`src/rtl/uart_irq_ident.sv`:
```
module uart_irq_ident #(
  parameter int DW = 8
) (
  input  logic          clk,
  input  logic          rst_n,
  input  logic          fifo_en,
  input  logic [5:0]    ien,
  input  logic          lsr_err,
  input  logic          rx_tmo,
  input  logic          rx_rdy,
  input  logic          thr_set,
  input  logic          thr_load,
  input  logic          msr_chg,
  input  logic          spc_en,
  input  logic [DW-1:0] xoff2,
  input  logic          rx_wr,
  input  logic [DW-1:0] rx_byte,
  input  logic          spc_clr,
  input  logic          cts_n,
  input  logic          rts_n,
  input  logic          flow_clr,
  input  logic          id_rd,
  output logic [7:0]    iid,
  output logic          irq,
  output logic          fifo_wr,
  output logic [DW-1:0] fifo_byte
);

  localparam logic [5:0] C_LSR  = 6'b000110;
  localparam logic [5:0] C_TMO  = 6'b001100;
  localparam logic [5:0] C_RDY  = 6'b000100;
  localparam logic [5:0] C_THR  = 6'b000010;
  localparam logic [5:0] C_MSR  = 6'b000000;
  localparam logic [5:0] C_SPC  = 6'b010000;
  localparam logic [5:0] C_FLOW = 6'b100000;
  localparam logic [5:0] C_NONE = 6'b000001;

  logic lsr_q, tmo_q, rdy_q, thr_q, msr_q, spc_q, flow_q;
  logic cts_d, rts_d;
  logic [5:0] code;
  logic spc_hit, flow_rise, thr_rd_clr;

  assign spc_hit    = rx_wr && spc_en && (rx_byte == xoff2);
  assign flow_rise  = (cts_n && !cts_d) || (rts_n && !rts_d);
  assign thr_rd_clr = id_rd && (code == C_THR);

  assign fifo_wr   = rx_wr;
  assign fifo_byte = rx_byte;

  always_ff @(posedge clk or negedge rst_n) begin
    if (!rst_n) begin
      lsr_q <= 1'b0;
      tmo_q <= 1'b0;
      rdy_q <= 1'b0;
      msr_q <= 1'b0;
    end else begin
      lsr_q <= lsr_err;
      tmo_q <= rx_tmo;
      rdy_q <= rx_rdy;
      msr_q <= msr_chg;
    end
  end

  always_ff @(posedge clk or negedge rst_n) begin
    if (!rst_n)                       thr_q <= 1'b0;
    else if (thr_set)                 thr_q <= 1'b1;
    else if (thr_load || thr_rd_clr)  thr_q <= 1'b0;
  end

  always_ff @(posedge clk or negedge rst_n) begin
    if (!rst_n)        spc_q <= 1'b0;
    else if (spc_hit)  spc_q <= 1'b1;
    else if (spc_clr)  spc_q <= 1'b0;
  end

  always_ff @(posedge clk or negedge rst_n) begin
    if (!rst_n) begin
      flow_q <= 1'b0;
      cts_d  <= 1'b1;
      rts_d  <= 1'b1;
    end else begin
      cts_d <= cts_n;
      rts_d <= rts_n;
      if (flow_rise)     flow_q <= 1'b1;
      else if (flow_clr) flow_q <= 1'b0;
    end
  end

  always_comb begin
    if      (lsr_q  && ien[0]) code = C_LSR;
    else if (tmo_q  && ien[1]) code = C_TMO;
    else if (rdy_q  && ien[1]) code = C_RDY;
    else if (thr_q  && ien[2]) code = C_THR;
    else if (msr_q  && ien[3]) code = C_MSR;
    else if (spc_q  && ien[4]) code = C_SPC;
    else if (flow_q && ien[5]) code = C_FLOW;
    else                       code = C_NONE;
  end

  assign irq = (lsr_q && ien[0]) || ((tmo_q || rdy_q) && ien[1]) || (thr_q && ien[2]) ||
               (msr_q && ien[3]) || (spc_q && ien[4]) || (flow_q && ien[5]);
  assign iid = {fifo_en, fifo_en, code};

  assert_irq_bit0_R1: assert property (@(posedge clk) disable iff (!rst_n)
    irq != iid[0]);

  assert_lsr_top_R2: assert property (@(posedge clk) disable iff (!rst_n)
    (lsr_q && ien[0]) |-> (iid[5:0] == C_LSR));

  assert_tmo_wins_R3: assert property (@(posedge clk) disable iff (!rst_n)
    (!(lsr_q && ien[0]) && tmo_q && rdy_q && ien[1]) |-> (iid[5:0] == C_TMO));

  assert_thr_read_clear_R4: assert property (@(posedge clk) disable iff (!rst_n)
    (id_rd && iid[5:0] == C_THR && !thr_set) |=> !thr_q);

  assert_thr_kept_R10: assert property (@(posedge clk) disable iff (!rst_n)
    (thr_q && !thr_load && !(id_rd && iid[5:0] == C_THR)) |=> thr_q);

  assert_spc_set_R6: assert property (@(posedge clk) disable iff (!rst_n)
    (rx_wr && spc_en && rx_byte == xoff2) |=> spc_q);

  assert_spc_sticky_R6: assert property (@(posedge clk) disable iff (!rst_n)
    (spc_q && !spc_clr) |=> spc_q);

  assert_flow_sticky_R7: assert property (@(posedge clk) disable iff (!rst_n)
    (flow_q && !flow_clr) |=> flow_q);

  assert_code_bits_R9: assert property (@(posedge clk) disable iff (!rst_n)
    $onehot0({iid[5], iid[4], iid[3] || iid[2] || iid[1], iid[0]}));

endmodule

```
`config.mk`:
```
export PLATFORM = sky130hd
export DESIGN_NAME = uart_irq_ident
export DESIGN_NICKNAME = d
export VERILOG_FILES = /design/src/rtl/uart_irq_ident.sv
export SDC_FILE = /design/constraint.sdc
export NUM_CORES = 1
export LEC_CHECK = 0
export BUFFER_PORTS_ARGS = -buffer_cell sky130_fd_sc_hd__buf_2
export CORE_MARGIN = 2
export CORE_UTILIZATION = 34
export DETAILED_ROUTE_END_ITERATION = 10
export GPL_TIMING_DRIVEN = 0
export MAX_ROUTING_LAYER = met4
export PLACE_DENSITY = 0.79
export SYNTH_ARGS = -nofsm -noshare
export SYNTH_HDL_FRONTEND = slang
export SYNTH_SLANG_ARGS = --single-unit
```
`constraint.sdc`:
```
create_clock -name clk -period 1.3 [get_ports clk]
set_input_delay 0.065 -clock clk [delete_from_list [all_inputs] [get_ports clk]]
set_output_delay 0.065 -clock clk [all_outputs]
set_load 0.005 [all_outputs]
```
==> results of run 1 <==
==> logic make-up after synthesis <==
| logic type | after synthesis | synth area share (%) |
|---|---|---|
| compound gates | 6 | 11.1 |
| buf+inv | 15 | 18.0 |
| flops | 9 | 41.9 |
| xor+xnor | 8 | 12.9 |
| simple gates | 16 | 16.1 |
==> routing by layer <==
layer | vias to the layer above | part of all wire, % | GRT usage, %
li1 | 307 | - | -
met1 | 276 | 30 | 13.7
met2 | 29 | 63 | 33.5
met3 | 0 | 7.6 | 2.50
met4 | 0 | 0 | 7.27
met5 | - | 0 | -
==> worst paths after layout <==
| path | endpoint | cells after the start | slack (ps) | from |
|---|---|---|---|---|
| setup / recovery | iid[0] | 4 | -70 | rdy_q |
| hold / removal | thr_q | 2 | 10 | thr_set |
| setup reg to reg | thr_q | 3 | 250 | rdy_q |
| hold reg to reg | spc_q | 2 | 550 | spc_q |
| max in group asynchronous | rts_d | 2 | 870 | rst_n |
| min in group asynchronous | msr_q | 2 | 190 | rst_n |
==> state kept, by name, indices dropped and copies added, names as in the netlist <==
signal and count:
cts_d 1, flow_q 1, lsr_q 1, msr_q 1, rdy_q 1, rts_d 1
spc_q 1, thr_q 1, tmo_q 1
==> critical path: stages (launching register included) <==
cell     delay, ps
dfrtp_1        370
o21ai_2        210
nand4_1        170
a21oi_1        160
buf_2          140
==> power breakdown <==
part / internal [mW] / total [mW] / switching (mW)
clock: 0.117 / 0.200 / 0.0822
combinational: 0.133 / 0.214 / 0.0810
sequential: 0.298 / 0.307 / 0.00871
total: 0.548 / 0.720 / 0.172
==> cell type report <==
class / count / area (um2) / share of cell area [%]
plain buffers: 11 / 82.6 / 8.60
clock buffers: 4 / 26.3 / 2.74
inverters: 4 / 15.0 / 1.56
multi-input cells: 30 / 223 / 23.2
flip-flops and latches: 9 / 228 / 23.7
well taps: 16 / 20.0 / 2.09
repair buffers: 64 / 365 / 38.1
==> cells in the final DEF, fill, tap and decap left out, drive strengths merged <==
| cell type | netlist | routed |
|---|---|---|
| a21oi | 1 | 1 |
| a22oi | 1 | 1 |
| a31o | 1 | 1 |
| and3 | 1 | 1 |
| buf | 11 | 67 |
| clkbuf | 0 | 4 |
| dfrtp | 7 | 7 |
| dfstp | 2 | 2 |
| dlygate4sd3 | 0 | 8 |
| inv | 4 | 4 |
| nand2 | 5 | 5 |
| nand2b | 2 | 2 |
| nand3 | 3 | 3 |
| nand4 | 3 | 3 |
| nor2 | 1 | 1 |
| nor3b | 1 | 1 |
| o21ai | 1 | 1 |
| o221ai | 1 | 1 |
| o32ai | 1 | 1 |
| xnor2 | 8 | 8 |
==> timing repair <==
| action | 4_1_cts | 5_1_grt |
|---|---|---|
| buffers inserted | 2 | 1 |
| endpoints found under the hold margin | 16 | 0 |
| pin swaps | 1 | 4 |
| resized for setup | 0 | 1 |
| hold buffers | 8 | 0 |
| setup endpoints to repair | 4 | 5 |
==> per-stage QoR <==
step           power, mW  utilization [%]  worst slack (ps)  instance area [um2]
3_5_place_dp       0.500             55.3               216                  833
2_1_floorplan      0.394                -               342                  543
5_1_grt            0.769             63.7              -141                  960
3_3_place_gp       0.491             55.3               227                  833
4_1_cts            0.730             63.4             -50.7                  955
6_report           0.720             63.7             -66.9                  960
==> results.sh, run 1 <==
export IMPL_postRouteWirelength_um=1460
export IMPL_max_vdd_ir_drop_mv=0.458
export IMPL_io_buffers=54
export IMPL_holdCritPathClass="input pin to flop"
export IMPL_fin_worst_hold_slack_ps=9.57
export IMPL_synth_async_reset_ratio_pct=100
export IMPL_run_status="finished, violations left"
export IMPL_antenna_found_initial=0
export IMPL_detail_route_wl_per_cell_um=10.5
export IMPL_synth_largest_area_cell="dfrtp_1"
export IMPL_setup_violation_total_in_the_final_timing_report=2
export IMPL_cp_required_ps=1240
export IMPL_vias=612
export IMPL_layout_worst_path_cycle_share_pct=105
export IMPL_chipWidth_um=44.0
export IMPL_first_iter_violations=4
export IMPL_synthCells=54
export IMPL_maxSlewViolCount=0
export IMPL_worstPathArrival_ps=1300
export IMPL_synth_area_um2=543
export IMPL_cp_end_kind="primary output"
export IMPL_numCtsBuffers=3
export IMPL_detail_route_drc_violations=0
export IMPL_layout_drive_gt1_share_pct=63.1
export IMPL_num_antenna_cells=0
export IMPL_cp_start_kind="flop"
export IMPL_gp_congestion=0.706
export IMPL_cts_htree_levels=1
export IMPL_cts_root_buf="clkbuf_4"
export IMPL_first_pass_iters=4
export IMPL_violations="negative setup slack"
export IMPL_finalNonFillerCells=138
export IMPL_io_pin_count=56
export IMPL_yosys_top_cells_area="dfrtp_1 32%, buf_4 15%, xnor2_1 13%"
export IMPL_initial_utilization_pct=36.0
export IMPL_grt_max_degree=10
export IMPL_clk_path_buf_depth=2
export IMPL_worstSetupPathType="flop to primary output"
export IMPL_register_bit_total_from_synthesis=9
export IMPL_max_freq_mhz=732
export IMPL_insertion_delay_ps=250
export IMPL_clk_transition_reported_paths_ps=50
export IMPL_synthFlopType="dfrtp_1"
export IMPL_syn_mean_instance_area_um2=10.1
export IMPL_tritoncts_clock_tree="done"
export IMPL_grt_setup_unrepaired="yes"
export IMPL_detail_route_antenna_nets=0
export IMPL_synth_seq_area_share_pct=41.9
export IMPL_die_h_um=44.0
export IMPL_timing_final_hold_violations=0
export IMPL_dp_hpwl_um=1190
export IMPL_synth_largest_type_area_fraction_pct=32.3
export IMPL_placed_cells_incl_taps=124
export IMPL_core_area_um2=1510
export IMPL_synth_cell_type_count=18
export IMPL_synth_most_common_cell="buf_4"
export IMPL_routed_via_density=4.43
export IMPL_worst_clock_skew_ps=2.84
export IMPL_gr_total_overflow=0
export IMPL_synth_edff_count=0
export IMPL_number_of_max_cap_violations=0
export IMPL_cts_sinks=9
export IMPL_postLayoutSetupSlackWorst_ps=-66.9
export IMPL_max_slew_worst_pin_slew_ps=200
export IMPL_first_global_vias=593
export IMPL_fp_dieArea_um2=1930
export IMPL_top_cells_by_instance_count_after_synthesis="11 x buf_4, 8 x xnor2_1, 7 x dfrtp_1, 5 x nand2_1, 4 x inv_1"
export IMPL_placement_rows=14
export IMPL_pwr_density_cell_nw_per_um2=750
export IMPL_yosys_warnings=0
export IMPL_final_fill_count=141
export IMPL_global_route_wire_length_before_repair_um=2210
export IMPL_period_minus_slack_ps=1370
export IMPL_totalNegativeSetupSlack_ps=-123
export IMPL_nets=161
export IMPL_p_leak_nw=0.512
export IMPL_synthesis_nets=92
export IMPL_grt_total_usage_pct=16.4
export IMPL_layout_area_growth_over_synthesis_pct=76.7
export IMPL_largest_fanout_on_the_critical_path=4
export IMPL_timing_max_slew_rel_slack_pct=86.7
Note: power is estimated with default switching activity, not from simulation.
==> run 2, diff against run 1 <==
--- a/config.mk
+++ b/config.mk
@@ -10,8 +10,8 @@
 export CORE_UTILIZATION = 34
 export DETAILED_ROUTE_END_ITERATION = 10
 export GPL_TIMING_DRIVEN = 0
-export MAX_ROUTING_LAYER = met4
 export PLACE_DENSITY = 0.79
+export SETUP_SLACK_MARGIN = 0.3
 export SYNTH_ARGS = -nofsm -noshare
 export SYNTH_HDL_FRONTEND = slang
 export SYNTH_SLANG_ARGS = --single-unit
==> run 2 against run 1 <==
The run still ends with negative setup slack left. First-iteration DRC count increased by 50%. Combinational power rose by 5%. Utilization is 1.9 points higher. Global-route usage down 0.15 points. Clock skew barely moved. Non-clock buffer count up 3. Routed wire length is 4.5% higher. Largest cell class unchanged.
==> results.sh, run 2 (synthesized netlist as in run 1, its figures left out) <==
export IMPL_run_status="finished, violations left"
export IMPL_violations="negative setup slack"
export IMPL_numCtsBuffers=3
export IMPL_detail_route_drc_violations=0
export IMPL_p_leak_nw=0.528
export IMPL_cp_start_kind="flop"
export IMPL_detail_route_antenna_nets=0
export IMPL_first_global_vias=588
export IMPL_worstHoldPathCells=2
export IMPL_multiInputGateArea_um2=225
export IMPL_max_vdd_ir_drop_mv=0.458
export IMPL_totalNegativeSetupSlack_ps=-180
export IMPL_grt_setup_unrepaired="yes"
export IMPL_detail_route_wl_per_cell_um=10.8
export IMPL_layout_drive_gt1_share_pct=64.8
export IMPL_io_pin_count=56
export IMPL_layout_area_growth_over_synthesis_pct=82.0
export IMPL_worstSetupPathType="flop to primary output"
export IMPL_antenna_found_initial=0
export IMPL_design_area_um2=988
export IMPL_layout_worst_path_cycle_share_pct=106
export IMPL_routed_via_density=4.45
export IMPL_vias=627
export IMPL_clk_path_buf_depth=2
export IMPL_final_fill_count=143
export IMPL_max_freq_mhz=728
export IMPL_cts_root_buf="clkbuf_4"
export IMPL_cts_htree_levels=1
export IMPL_max_slew_worst_pin_slew_ps=208
export IMPL_tritoncts_clock_tree="done"
export IMPL_gp_congestion=0.698
export IMPL_grt_total_usage_pct=16.2
export IMPL_core_area_um2=1510
export IMPL_timing_max_slew_rel_slack_pct=86.2
export IMPL_worstPathArrival_ps=1310
export IMPL_maxSlewViolCount=0
export IMPL_dp_hpwl_um=1190
export IMPL_clk_transition_reported_paths_ps=50
export IMPL_final_common_cell="buf_2"
export IMPL_initial_utilization_pct=36.0
export IMPL_period_minus_slack_ps=1370
export IMPL_placement_rows=14
export IMPL_chipWidth_um=44.0
export IMPL_pwr_density_cell_nw_per_um2=740
export IMPL_postRouteWirelength_um=1520
export IMPL_setup_violation_total_in_the_final_timing_report=5
export IMPL_rr_worst_depth=4
export IMPL_postLayoutSetupSlackWorst_ps=-72.8
export IMPL_cp_end_kind="primary output"
export IMPL_first_pass_iters=4
export IMPL_footprint_of_the_flip_flops_and_latches_um2=228
export IMPL_cts_sinks=9
export IMPL_fp_dieArea_um2=1930
export IMPL_io_buffers=54
export IMPL_gr_total_overflow=0
export IMPL_placement_cell_area_um2=833
export IMPL_num_antenna_cells=0
export IMPL_nets=164
export IMPL_worst_clock_skew_ps=2.56
export IMPL_cp_required_ps=1240
export IMPL_timing_final_hold_violations=0
export IMPL_post_route_util_pct=65.6
export IMPL_totalPowerFinal_uw=732
export IMPL_largest_fanout_on_the_critical_path=4
export IMPL_number_of_max_cap_violations=0
export IMPL_global_route_wire_length_before_repair_um=2220
export IMPL_final_cell_mix="54 x buf_2, 15 x buf_4, 8 x xnor2_1, 8 x dlygate4sd3_1, 7 x dfrtp_1"
export IMPL_insertion_delay_ps=250
export IMPL_holdCritPathClass="input pin to flop"
export IMPL_die_h_um=44.0
export IMPL_grt_max_degree=10
export IMPL_first_iter_violations=6
## run 2: cell count changes in the layout (fill, tap and decap cells not counted)
| cell | before | now |
|---|---|---|
| buf_6 | 0 | 1 |
| buf_4 | 13 | 15 |
| nand2_2 | 0 | 1 |
| nand2_1 | 5 | 4 |
## run 2: path summary, 6_finish.rpt
path,slack [ps],end,from
max in group asynchronous,870,rts_d,rst_n
min reg2reg,550,spc_q,spc_q
min in group asynchronous,190,msr_q,rst_n
max reg2reg,180,thr_q,rdy_q
max,-70,iid[0],rdy_q
min,20,thr_q,thr_set
## run 2: power breakdown
part | switching [mW] | leakage [nW] | internal [mW]
clock network | 0.0820 | 0.0150 | 0.117
registers | 0.00917 | 0.104 | 0.298
logic | 0.0841 | 0.409 | 0.141
## run 2: worst max-delay path, cell delays in order (launching register included)
cell and delay (ps):
dfrtp_1 370, o21ai_2 220, nand4_1 170, a21oi_1 160
buf_2 140
## run 2: metal layers
metal / share of wire (%) / vias to the layer above / wire length, um / global-route usage, %
li1: - / 314 / - / -
met1: 30 / 284 / 454 / 13.7
met2: 63 / 29 / 956 / 33.8
met3: 7.3 / 0 / 111 / 3.75
met4: 0 / 0 / 0 / 7.27
met5: 0 / - / 0 / 0
## run 2: through the flow
stage | std cells | worst slack (ps) | hold WS, ps
after global routing | 141 | -147 | 15.2
after global placement | 124 | 227 | -84.0
after floorplan | 54 | 342 | -231
after detailed placement | 124 | 216 | -79.8
final | 141 | -72.8 | 16.0
after CTS | 139 | -49.7 | 6.66
## run 2: repair_timing
| item | CTS | global route |
|---|---|---|
| cloned | 0 | 0 |
| endpoints found under the setup margin | 8 | 8 |
| pin swaps | 6 | 5 |
| endpoints found under the hold margin | 16 | 0 |
| buffers inserted | 3 | 2 |
| hold buffers | 8 | 0 |
| resized for setup | 2 | 1 |
## run 2: cell type report
class | instances | area share (%)
plain buffers | 11 | 8.35
flip-flops and latches | 9 | 23.0
multi-input cells | 30 | 22.8
well taps | 16 | 2.03
clock buffers | 4 | 2.66
repair buffers | 67 | 39.6
inverters | 4 | 1.52
==> run 3, diff against run 2 <==
--- a/config.mk
+++ b/config.mk
@@ -11,6 +11,7 @@
 export DETAILED_ROUTE_END_ITERATION = 10
 export GPL_TIMING_DRIVEN = 0
 export PLACE_DENSITY = 0.79
+export RECOVER_POWER = 50
 export SETUP_SLACK_MARGIN = 0.3
 export SYNTH_ARGS = -nofsm -noshare
 export SYNTH_HDL_FRONTEND = slang
==> run 3 against run 2 <==
The run still ends with negative setup slack left. Setup slack about the same. Non-clock buffer count unchanged. Combinational power about the same. Sequential power about the same. Critical path type unchanged. Critical endpoint unchanged. Largest power group unchanged.
==> results.sh, run 3 (synthesized netlist as in run 1, its figures left out) <==
export IMPL_vias=624
export IMPL_max_slew_worst_pin_slew_ps=453
export IMPL_global_route_wire_length_before_repair_um=2220
export IMPL_worst_clock_skew_ps=2.56
export IMPL_violations="negative setup slack"
export IMPL_cp_required_ps=1240
export IMPL_max_vdd_ir_drop_mv=0.451
export IMPL_layout_drive_gt1_share_pct=60.0
export IMPL_postLayoutSetupSlackWorst_ps=-73.0
export IMPL_first_pass_iters=4
export IMPL_timing_critical_path_slowest_stage_cell="dfrtp_1"
export IMPL_grt_max_degree=10
export IMPL_first_iter_violations=6
export IMPL_layout_worst_path_cycle_share_pct=106
export IMPL_holdCritPathClass="input pin to flop"
export IMPL_gp_congestion=0.698
export IMPL_worstPathBufferInverterCount=1
export IMPL_io_buffers=54
export IMPL_clk_transition_reported_paths_ps=50
export IMPL_placement_rows=14
export IMPL_grt_total_usage_pct=16.2
export IMPL_post_route_util_pct=65.1
export IMPL_finalNonFillerCells=141
export IMPL_run_status="finished, violations left"
export IMPL_timing_max_slew_rel_slack_pct=69.8
export IMPL_nets=164
export IMPL_cp_start_kind="flop"
export IMPL_worstSetupPathType="flop to primary output"
export IMPL_gr_total_overflow=0
export IMPL_io_pin_count=56
export IMPL_core_area_um2=1510
export IMPL_path_cells="o21ai_2 -> nand4_1 -> a21oi_1 -> buf_2"
export IMPL_setup_violation_total_in_the_final_timing_report=5
export IMPL_fp_dieArea_um2=1930
export IMPL_critical_path_top_delay_family="compound AO/OA/AOI/OAI gates"
export IMPL_die_h_um=44.0
export IMPL_cts_htree_levels=1
export IMPL_detail_route_antenna_nets=0
export IMPL_postRouteWirelength_um=1530
export IMPL_cp_end_kind="primary output"
export IMPL_clk_path_buf_depth=2
export IMPL_detail_route_wl_per_cell_um=10.9
export IMPL_antenna_found_initial=0
export IMPL_max_freq_mhz=728
export IMPL_final_common_cell="buf_2"
export IMPL_cts_sinks=9
export IMPL_largest_fanout_on_the_critical_path=4
export IMPL_pwr_density_cell_nw_per_um2=743
export IMPL_worst_stage_delay_on_the_critical_path_ps=370
export IMPL_number_of_max_cap_violations=0
export IMPL_dp_hpwl_um=1190
export IMPL_final_cell_mix="48 x buf_2, 14 x buf_4, 8 x xnor2_1, 8 x dlygate4sd3_1"
export IMPL_insertion_delay_ps=250
export IMPL_initial_utilization_pct=36.0
export IMPL_period_minus_slack_ps=1370
export IMPL_chipWidth_um=44.0
export IMPL_maxSlewViolCount=0
export IMPL_detail_route_drc_violations=0
export IMPL_tritoncts_clock_tree="done"
export IMPL_layout_area_growth_over_synthesis_pct=80.6
export IMPL_worstPathArrival_ps=1310
export IMPL_routed_via_density=4.43
export IMPL_placement_setup_worst_slack_ps=216
export IMPL_p_leak_nw=0.511
export IMPL_totalNegativeSetupSlack_ps=-180
export IMPL_placed_cells_incl_taps=124
export IMPL_num_antenna_cells=0
export IMPL_grt_setup_unrepaired="yes"
export IMPL_first_global_vias=588
export IMPL_cts_root_buf="clkbuf_4"
export IMPL_numCtsBuffers=3
export IMPL_timing_final_hold_violations=0
## run 3: changes by cell type in the layout (fill, tap and decap cells not counted)
cell      previous run  this run
buf_2               54        48
buf_4               15        14
clkbuf_1             1         7
clkbuf_4             3         4
## run 3: power by group
part           leakage (nW)  switching (mW)  internal (mW)  total (mW)
registers             0.104         0.00917          0.298       0.307
logic                 0.392          0.0842          0.138       0.223
clock network        0.0150          0.0820          0.117       0.199
## run 3: worst paths after layout
kind | cells past startpoint | slack, ps | from | end
worst min register to register | 2 | 550 | spc_q | spc_q
worst max register to register | 4 | 180 | rdy_q | thr_q
min in group asynchronous | 2 | 270 | rst_n | msr_q
worst max-delay path | 4 | -70 | rdy_q | iid[0]
max in group asynchronous | 2 | 690 | rst_n | rts_d
worst min-delay path | 2 | 20 | thr_set | thr_q
## run 3: area by class of cell
cell class / instances / area, um2
buffer: 11 / 82.6
clock buffer: 4 / 26.3
fill: 147 / 526
inverter: 4 / 15.0
multi-input combinational: 30 / 225
sequential: 9 / 228
tap: 16 / 20.0
timing repair buffer: 67 / 384
## run 3: metrics by stage
| step | hold WS [ps] | power [mW] | cell area, um2 |
|---|---|---|---|
| 2_1_floorplan | -231 | 0.394 | 543 |
| 5_1_grt | 15.2 | 0.781 | 981 |
| 3_3_place_gp | -84.0 | 0.491 | 833 |
| 4_1_cts | 6.66 | 0.735 | 970 |
| 3_5_place_dp | -79.8 | 0.500 | 833 |
| 6_report | 16.0 | 0.729 | 981 |
## run 3: what timing repair did
item                                   in CTS  in global routing
setup buffers                               3                  2
hold buffers                                8                  0
cloned                                      0                  0
resized for setup                           2                  1
setup endpoints to repair                   8                  8
endpoints found under the hold margin      16                  0
pin swaps                                   6                  5
## run 3: worst register-to-register path, stage by stage, from the launching register on
cell,delay [ps]
dfrtp_1,370
o21ai_2,220
buf_4,140
nand4_1,90
a31o_1,190
## run 3: metal layers
layer | routed length [um] | vias to the layer above | track usage [%]
li1 | - | 314 | -
met1 | 465 | 281 | 13.7
met2 | 953 | 29 | 33.8
met3 | 112 | 0 | 3.75
met4 | 0 | 0 | 7.27
met5 | 0 | - | 0
